<file path="config.mk">
export PLATFORM = sky130hd
export DESIGN_NAME = ser16_tree
export DESIGN_NICKNAME = d
export VERILOG_FILES = /design/src/rtl/ser16_pkg.sv /design/src/rtl/ser16_phase.sv /design/src/rtl/ser16_lane_bank.sv /design/src/rtl/ser16_mux_node.sv /design/src/rtl/ser16_tree.sv
export SDC_FILE = /design/constraint.sdc
export NUM_CORES = 1
export LEC_CHECK = 0
export BUFFER_PORTS_ARGS = -buffer_cell sky130_fd_sc_hd__buf_2
export CORE_UTILIZATION = 40
export CTS_CLUSTER_DIAMETER = 150
export CTS_CLUSTER_SIZE = 16
export DETAILED_ROUTE_END_ITERATION = 8
export GPL_TIMING_DRIVEN = 0
export PLACE_DENSITY = 0.66
export SYNTH_ARGS = -nofsm -noshare
export SYNTH_HDL_FRONTEND = slang
export SYNTH_SLANG_ARGS = --single-unit
</file>
<file path="constraint.sdc">
create_clock -name clk -period 1.4 [get_ports clk]
set_clock_uncertainty 0.2 [all_clocks]
set_input_delay 0.28 -clock clk [delete_from_list [all_inputs] [get_ports clk]]
set_output_delay 0.28 -clock clk [all_outputs]
set_load 0.01 [all_outputs]
</file>
<file path="src/rtl/ser16_pkg.sv">
// Package: shared constants for the tree serializer.
// Assumes a four-lane front end feeding a two-level 2:1 tree.
package ser16_pkg;
    localparam int WORD_W  = 16;               // parallel word width
    localparam int LANES   = 4;                // lanes out of the front end
    localparam int DEPTH   = WORD_W / LANES;   // bits held per lane
    localparam int PHASE_W = $clog2(WORD_W);   // phase counter width
    localparam int LATENCY = 5;                // strobe cycle to bit 0 on output
endpackage

</file>
<file path="src/rtl/ser16_phase.sv">
// Module: phase generator. A free-running counter over one word period
// produces the enables that replace the slower rate clocks.
// Assumes PHASE_W >= 2 and a word period that is a power of two.
module ser16_phase #(
    parameter int PHASE_W = ser16_pkg::PHASE_W
) (
    input  logic clk,
    input  logic rst_n,
    output logic load_en,     // last cycle of a word period
    output logic slot_end,    // last cycle of a quarter-rate slot
    output logic slot_mid,    // second cycle of a quarter-rate slot
    output logic half_sel,    // high during the second half of a slot
    output logic bit_sel      // high on odd fast cycles
);
    logic [PHASE_W-1:0] phase;

    // Count fast cycles within the word period.
    always_ff @(posedge clk) begin
        if (!rst_n) phase <= '0;
        else        phase <= phase + 1'b1;
    end

    assign load_en  = &phase;
    assign slot_end = (phase[1:0] == 2'd3);
    assign slot_mid = (phase[1:0] == 2'd1);
    assign half_sel = phase[1];
    assign bit_sel  = phase[0];

    // The strobe never lasts two cycles.
    assert_strobe_single_R2: assert property (@(posedge clk) disable iff (!rst_n)
        load_en |=> !load_en);
    // A word load always coincides with the end of a lane slot.
    assert_strobe_on_slot_R2: assert property (@(posedge clk) disable iff (!rst_n)
        load_en |-> slot_end);
endmodule

</file>
<file path="src/rtl/ser16_lane_bank.sv">
// Module: front end. It splits the word into interleaved lanes and
// shifts each lane out LSB first once per slot.
// Lane k holds bits k, k+LANES, k+2*LANES and so on, so a tree that
// visits the lanes in order rebuilds strict LSB-first order.
module ser16_lane_bank #(
    parameter int WORD_W = ser16_pkg::WORD_W,
    parameter int LANES  = ser16_pkg::LANES
) (
    input  logic              clk,
    input  logic              rst_n,
    input  logic              load_en,
    input  logic              shift_en,
    input  logic [WORD_W-1:0] word,
    output logic [LANES-1:0]  lane_bit
);
    localparam int DEPTH = WORD_W / LANES;

    for (genvar k = 0; k < LANES; k++) begin : g_lane
        logic [DEPTH-1:0] sr;

        // Load the lane's interleaved bits, or shift toward the output.
        always_ff @(posedge clk) begin
            if (!rst_n) begin
                sr <= '0;
            end else if (load_en) begin
                for (int d = 0; d < DEPTH; d++) sr[d] <= word[k + LANES*d];
            end else if (shift_en) begin
                sr <= {1'b0, sr[DEPTH-1:1]};
            end
        end

        assign lane_bit[k] = sr[0];

        // Right after a load, each lane presents its lowest word bit.
        assert_lane_first_R3: assert property (@(posedge clk) disable iff (!rst_n)
            load_en |=> lane_bit[k] == $past(word[k]));
    end
endmodule

</file>
<file path="src/rtl/ser16_mux_node.sv">
// Module: one 2:1 tree node. Leg a is captured once per input slot by a
// two-stage register. Leg b takes the same capture and then one more
// half-slot stage, so b lags a by half a slot. The phase select then
// alternates between the aligned legs.
// Assumes cap_en and late_en are half an input slot apart and that sel
// flips on the cycle after each of them.
module ser16_mux_node (
    input  logic clk,
    input  logic rst_n,
    input  logic cap_en,
    input  logic late_en,
    input  logic sel,
    input  logic a,
    input  logic b,
    output logic y
);
    logic a_q, b_q, b_late;

    // Capture both legs mid-slot while their inputs are stable.
    always_ff @(posedge clk) begin
        if (!rst_n) begin
            a_q <= 1'b0;
            b_q <= 1'b0;
        end else if (cap_en) begin
            a_q <= a;
            b_q <= b;
        end
    end

    // Third stage on leg b: move it half a slot later.
    always_ff @(posedge clk) begin
        if (!rst_n)       b_late <= 1'b0;
        else if (late_en) b_late <= b_q;
    end

    assign y = sel ? a_q : b_late;

    // The node output only moves when the select changes phase (R4 ordering).
    assert_node_hold_R4: assert property (@(posedge clk) disable iff (!rst_n)
        (sel == $past(sel)) |-> $stable(y));
endmodule

</file>
<file path="src/rtl/ser16_tree.sv">
// Module: top of the 16:1 serializer. A lane bank feeds a two-level
// tree of 2:1 nodes, and a final register drives the complementary pair.
// Assumes a single fast clock at the bit rate and back-to-back words.
module ser16_tree #(
    parameter int WORD_W = ser16_pkg::WORD_W
) (
    input  logic              clk,
    input  logic              rst_n,
    input  logic [WORD_W-1:0] word_in,
    output logic              word_strobe,
    output logic              serial_p,
    output logic              serial_n
);
    localparam int LANES   = ser16_pkg::LANES;
    localparam int PHASE_W = $clog2(WORD_W);

    logic             load_en, slot_end, slot_mid, half_sel, bit_sel;
    logic [LANES-1:0] lane_bit;
    logic             even_y, odd_y, root_y;

    ser16_phase #(.PHASE_W(PHASE_W)) u_phase (
        .clk(clk), .rst_n(rst_n), .load_en(load_en), .slot_end(slot_end),
        .slot_mid(slot_mid), .half_sel(half_sel), .bit_sel(bit_sel)
    );

    ser16_lane_bank #(.WORD_W(WORD_W), .LANES(LANES)) u_lanes (
        .clk(clk), .rst_n(rst_n), .load_en(load_en), .shift_en(slot_end),
        .word(word_in), .lane_bit(lane_bit)
    );

    // First level: lanes 0 and 2 form the even half-rate stream.
    ser16_mux_node u_node_even (
        .clk(clk), .rst_n(rst_n), .cap_en(slot_mid), .late_en(slot_end),
        .sel(half_sel), .a(lane_bit[0]), .b(lane_bit[2]), .y(even_y)
    );

    // First level: lanes 1 and 3 form the odd half-rate stream.
    ser16_mux_node u_node_odd (
        .clk(clk), .rst_n(rst_n), .cap_en(slot_mid), .late_en(slot_end),
        .sel(half_sel), .a(lane_bit[1]), .b(lane_bit[3]), .y(odd_y)
    );

    // Second level: interleave the two streams at the full bit rate.
    ser16_mux_node u_node_root (
        .clk(clk), .rst_n(rst_n), .cap_en(!bit_sel), .late_en(bit_sel),
        .sel(bit_sel), .a(even_y), .b(odd_y), .y(root_y)
    );

    // Output flip-flop pair drives true and complement.
    always_ff @(posedge clk) begin
        if (!rst_n) begin
            serial_p <= 1'b0;
            serial_n <= 1'b1;
        end else begin
            serial_p <= root_y;
            serial_n <= ~root_y;
        end
    end

    assign word_strobe = load_en;

    // Reset forces an idle, framed state on the next cycle.
    assert_reset_idle_R1: assert property (@(posedge clk)
        !rst_n |=> (!serial_p && serial_n && !word_strobe));
    // The output pair never agrees.
    assert_pair_complement_R6: assert property (@(posedge clk) disable iff (!rst_n)
        serial_n == ~serial_p);
endmodule

</file>
==> impl_results.html <==
<table>
<tr><th>Metric</th><th>Value</th></tr>
<tr><th colspan="2">Run status</th></tr>
<tr><td>Result of the run</td><td>finished with violations</td></tr>
<tr><td>Violated checks</td><td>negative setup slack</td></tr>
<tr><th colspan="2">Floorplanning</th></tr>
<tr><td>Vert. Die Dim</td><td>~58 um</td></tr>
<tr><td>Core area</td><td>approximately 2900 sq um</td></tr>
<tr><td>Number of top-level design ports</td><td>21</td></tr>
<tr><td>Die extent in x</td><td>slightly below 60 um</td></tr>
<tr><td>Total Die Area</td><td>3340 sq um</td></tr>
<tr><td>Effective utilization at floorplan</td><td>between 40% and 50%</td></tr>
<tr><td>Row count</td><td>19</td></tr>
<tr><th colspan="2">Clock network</th></tr>
<tr><td>Worst-skew pair later-pin latency</td><td>340 ps</td></tr>
<tr><td>Clock tree root buffer cell</td><td>sky130_fd_sc_hd__clkbuf_4</td></tr>
<tr><td>Maximum count of clock buffers along a single path</td><td>2</td></tr>
<tr><td>Clock tree from TritonCTS</td><td>done</td></tr>
<tr><td>Reg clk slew, reported paths</td><td>~80 ps</td></tr>
<tr><td>Number of levels the H-tree was split into</td><td>2</td></tr>
<tr><td>Number of buffers inserted during clock tree synthesis</td><td>5</td></tr>
<tr><td>Clock sink count</td><td>31</td></tr>
<tr><th colspan="2">Min path</th></tr>
<tr><td>Worst min path class</td><td>input port to flip-flop</td></tr>
<tr><th colspan="2">Detailed routing</th></tr>
<tr><td>Post-Route WL</td><td>between 2000 and 3000 um</td></tr>
<tr><td>Count of vias placed by the detailed router</td><td>about 1100</td></tr>
<tr><td>Number of iterations in the first detailed-routing pass</td><td>4</td></tr>
<tr><td>Vias per cell</td><td>5.14</td></tr>
<tr><td>Routed wirelength normalized by instance count</td><td>13.0 um</td></tr>
<tr><td>Number of nets with antenna violations after detailed routing</td><td>0</td></tr>
<tr><td>Number of remaining DRC errors</td><td>0</td></tr>
<tr><td>Count of routing violations after the opening detailed-route iteration</td><td>34</td></tr>
<tr><th colspan="2">Layout</th></tr>
<tr><td>Final non-filler cell area</td><td>approximately 1700 sq um</td></tr>
<tr><td>Area of the multi-input gates</td><td>approximately 620 sq um</td></tr>
<tr><td>Net total in the final layout</td><td>between 200 and 250</td></tr>
<tr><td>Area delta synth-&gt;final</td><td>34.7%</td></tr>
<tr><td>Number of cells in the finished layout apart from fillers</td><td>about 210</td></tr>
<tr><td>Layout cells sized above 1</td><td>23.2%</td></tr>
<tr><td>Filler Cells Inserted</td><td>between 200 and 300</td></tr>
<tr><td>Diode insertion count for antenna repair</td><td>0</td></tr>
<tr><td>FF/Latch Area</td><td>628 sq um</td></tr>
<tr><th colspan="2">Synth</th></tr>
<tr><td>Asr flop ratio synth</td><td>0%</td></tr>
<tr><td>Main area contributors after synthesis</td><td>sky130_fd_sc_hd__dfxtp_1 (50%), sky130_fd_sc_hd__nand2_1 (8.5%), sky130_fd_sc_hd__mux2i_1 (6.4%)</td></tr>
<tr><td>Leading cell type by number of instances after synthesis</td><td>sky130_fd_sc_hd__dfxtp_1</td></tr>
<tr><td>Number of distinct library cells after synthesis</td><td>20</td></tr>
<tr><td>Most used flip-flop cell after synthesis</td><td>sky130_fd_sc_hd__dfxtp_1</td></tr>
<tr><td>Cell type with the largest total area after synthesis</td><td>sky130_fd_sc_hd__dfxtp_1</td></tr>
<tr><td>Sequential element share of the synthesized area</td><td>49.9%</td></tr>
<tr><td>Summed instance area of the synthesized netlist</td><td>around 1200 sq um</td></tr>
<tr><td>Synthesized netlist cell count</td><td>between 100 and 150</td></tr>
<tr><td>Post-synth EDFFs</td><td>0</td></tr>
<tr><td>Number of register bits inferred by synthesis</td><td>31</td></tr>
<tr><td>Average footprint of a synthesized cell</td><td>~9.0 sq um</td></tr>
<tr><td>Synth top area share</td><td>about half</td></tr>
<tr><td>Count of warnings emitted by yosys</td><td>0</td></tr>
<tr><td>Most instantiated cells after synthesis</td><td>sky130_fd_sc_hd__dfxtp_1 (31), sky130_fd_sc_hd__nand2_1 (28), sky130_fd_sc_hd__o21ai_0 (14), sky130_fd_sc_hd__a31oi_1 (12)</td></tr>
<tr><td>Synthesized Nets</td><td>159</td></tr>
<tr><th colspan="2">Timing</th></tr>
<tr><td>Endpoints failing setup</td><td>4</td></tr>
<tr><td>Final clock period utilization by the worst path</td><td>113%</td></tr>
<tr><td>Unrepaired setup endpoints after global routing</td><td>yes</td></tr>
<tr><td>Tightest Pin Transition</td><td>about 370 ps</td></tr>
<tr><td>Max-Slew Margin vs Limit</td><td>75.2%</td></tr>
<tr><td>Slew Limit Fails</td><td>0</td></tr>
<tr><td>Final Hold Vio Count</td><td>0</td></tr>
<tr><td>Final period demand of the worst path</td><td>1580 ps</td></tr>
<tr><td>Worst slack on hold paths</td><td>19.2 ps</td></tr>
<tr><td>Timing-limited maximum frequency</td><td>632 MHz</td></tr>
<tr><td>Worst setup slack after layout</td><td>-183 ps</td></tr>
<tr><th colspan="2">Placement</th></tr>
<tr><td>Cells after DPL</td><td>between 150 and 200</td></tr>
<tr><td>Placed Area</td><td>between 1000 and 1500 sq um</td></tr>
<tr><td>Worst setup slack before clock tree synthesis</td><td>-245 ps</td></tr>
<tr><td>Post-DP HPWL</td><td>between 1500 and 2000 um</td></tr>
<tr><td>Placer's final routability congestion estimate</td><td>approximately 0.75</td></tr>
<tr><td>Total of buffers placed on input and output ports</td><td>20</td></tr>
<tr><th colspan="2">Worst setup path</th></tr>
<tr><td>Endpoint required time on the critical path</td><td>920 ps</td></tr>
<tr><td>Data arrival time at the worst-slack endpoint</td><td>between 1000 and 1500 ps</td></tr>
<tr><td>Startpoint class of the critical path</td><td>flip-flop</td></tr>
<tr><td>Worst-path fanout max</td><td>2</td></tr>
<tr><td>Endpoint type of the worst setup path</td><td>output port</td></tr>
<tr><td>Class of the most critical setup path</td><td>flip-flop to output port</td></tr>
<tr><th colspan="2">Power</th></tr>
<tr><td>Switching portion of total power</td><td>25.0%</td></tr>
<tr><td>Power per standard cell area</td><td>964 nW/um^2</td></tr>
<tr><td>Sw power</td><td>approximately 0.40 mW</td></tr>
<tr><td>Sequential share of power</td><td>roughly 58%</td></tr>
<tr><td>Clock Power Share</td><td>between 30 and 40%</td></tr>
<tr><td>Pleak</td><td>approximately 0.63 nW</td></tr>
<tr><td>Logic gate share of total power</td><td>between 10% and 20%</td></tr>
<tr><td>Internal portion of total power</td><td>approximately 1.2 mW</td></tr>
<tr><td>Worst ir drop on vdd</td><td>0.415 mV</td></tr>
<tr><th colspan="2">Global route</th></tr>
<tr><td>Global-route wire length before repair</td><td>between 4000 and 5000 um</td></tr>
<tr><td>Overflow left after global routing</td><td>0</td></tr>
<tr><td>Pin count of the biggest net entering global routing</td><td>17</td></tr>
<tr><td>Via count of the first global-routing pass</td><td>~1000</td></tr>
<tr><td>Initial antenna violation count</td><td>0</td></tr>
<tr><td>All-Layer GR Usage</td><td>19.2%</td></tr>
<tr><th colspan="2">Run</th></tr>
<tr><td>Number of violations of the max-capacitance limit</td><td>0</td></tr>
</table>
through the flow:
step	utilization (%)	power (mW)	TNS (ps)
2_1_floorplan	-	1.03	0
5_1_grt	58.7	1.70	-941
3_3_place_gp	49.0	1.07	-2970
3_5_place_dp	49.0	1.08	-3570
4_1_cts	58.0	1.62	-378
6_report	58.7	1.61	-219
final timing paths:
kind / from / end / slack [ps] / cells past startpoint
setup / recovery: u_phase.phase[1] / word_strobe / -180 / 4
hold / removal: word_in[11] / u_lanes.g_lane[3].sr[2] / 20 / 3
setup reg to reg: u_phase.phase[0] / u_lanes.g_lane[1].sr[1] / -20 / 5
hold reg to reg: u_lanes.g_lane[3].sr[3] / u_lanes.g_lane[3].sr[2] / 280 / 2
routing by layer:
layer	wire length, um	track usage [%]
met1	1250	23.2
met2	1310	30.7
met3	140	5.13
met4	53	11.6
met5	0	0
area by class of cell:
type | count | area share (%)
plain buffers | 6 | 2.99
clock buffers | 7 | 2.69
clock inverters | 1 | 0.299
inverters | 2 | 0.747
multi-input cells | 96 | 37.1
flip-flops and latches | 31 | 37.5
well taps | 31 | 2.32
repair buffers | 38 | 16.4
power by group through the flow:
stage	combinational [mW]	sequential, mW	clock [mW]
finish	0.187	0.930	0.497
floorplan	0.0766	0.952	0
detailed placement	0.117	0.960	0
global placement	0.114	0.958	0
global route	0.206	0.935	0.560
CTS	0.176	0.930	0.513
worst max-delay path, cell delays in order (launching register included):
cell,delay (ps)
sky130_fd_sc_hd__dfxtp_4,360
sky130_fd_sc_hd__ha_4,170
sky130_fd_sc_hd__nand3_4,70
sky130_fd_sc_hd__clkinv_4,60
sky130_fd_sc_hd__buf_6,110
state kept, by name (all words and copies together) (netlist names):
signal / flops
u_lanes.g_lane.sr: 16
serial_n: 1
u_node_odd.b_late: 1
u_node_root.b_late: 1
u_node_even.a_q: 1
serial_p: 1
u_node_even.b_q: 1
u_node_odd.a_q: 1
u_node_root.b_q: 1
u_phase.phase: 4
u_node_odd.b_q: 1
u_node_root.a_q: 1
u_node_even.b_late: 1
repair_timing:
action / in CTS / in global routing
endpoints found under the hold margin: 13 / 0
endpoints found under the setup margin: 21 / 21
buffers inserted: 6 / 1
hold buffers: 13 / 0
pin swaps: 1 / 1
gates resized for setup: 14 / 8
cells by family (layout without fill, tap and decap cells):
logic type | count (synthesis) | count (layout) | synth area share (%)
AO/OA/AOI/OAI | 31 | 31 | 14.7
XOR/XNOR | 2 | 2 | 1.41
adder cells (fa/ha/maj) | 3 | 3 | 3.02
buffers and inverters | 11 | 54 | 4.22
flip-flops | 31 | 31 | 49.9
multiplexers | 8 | 8 | 6.44
AND/OR/NAND/NOR | 52 | 52 | 20.3
placed cells by master (no fill, tap or decap), drive strengths merged:
cell type and count:
dfxtp 31, nand2 28, buf 26, and2 5, dlygate4sd3 13, nand3 6, nor2b 8, xnor2 1
clkbuf 12, o21ai 14, a31oi 12, a21boi 5, nand2b 5, ha 3, inv 1, mux2i 8
xor2 1, clkinv 2
(Power assumes the default switching activity.)
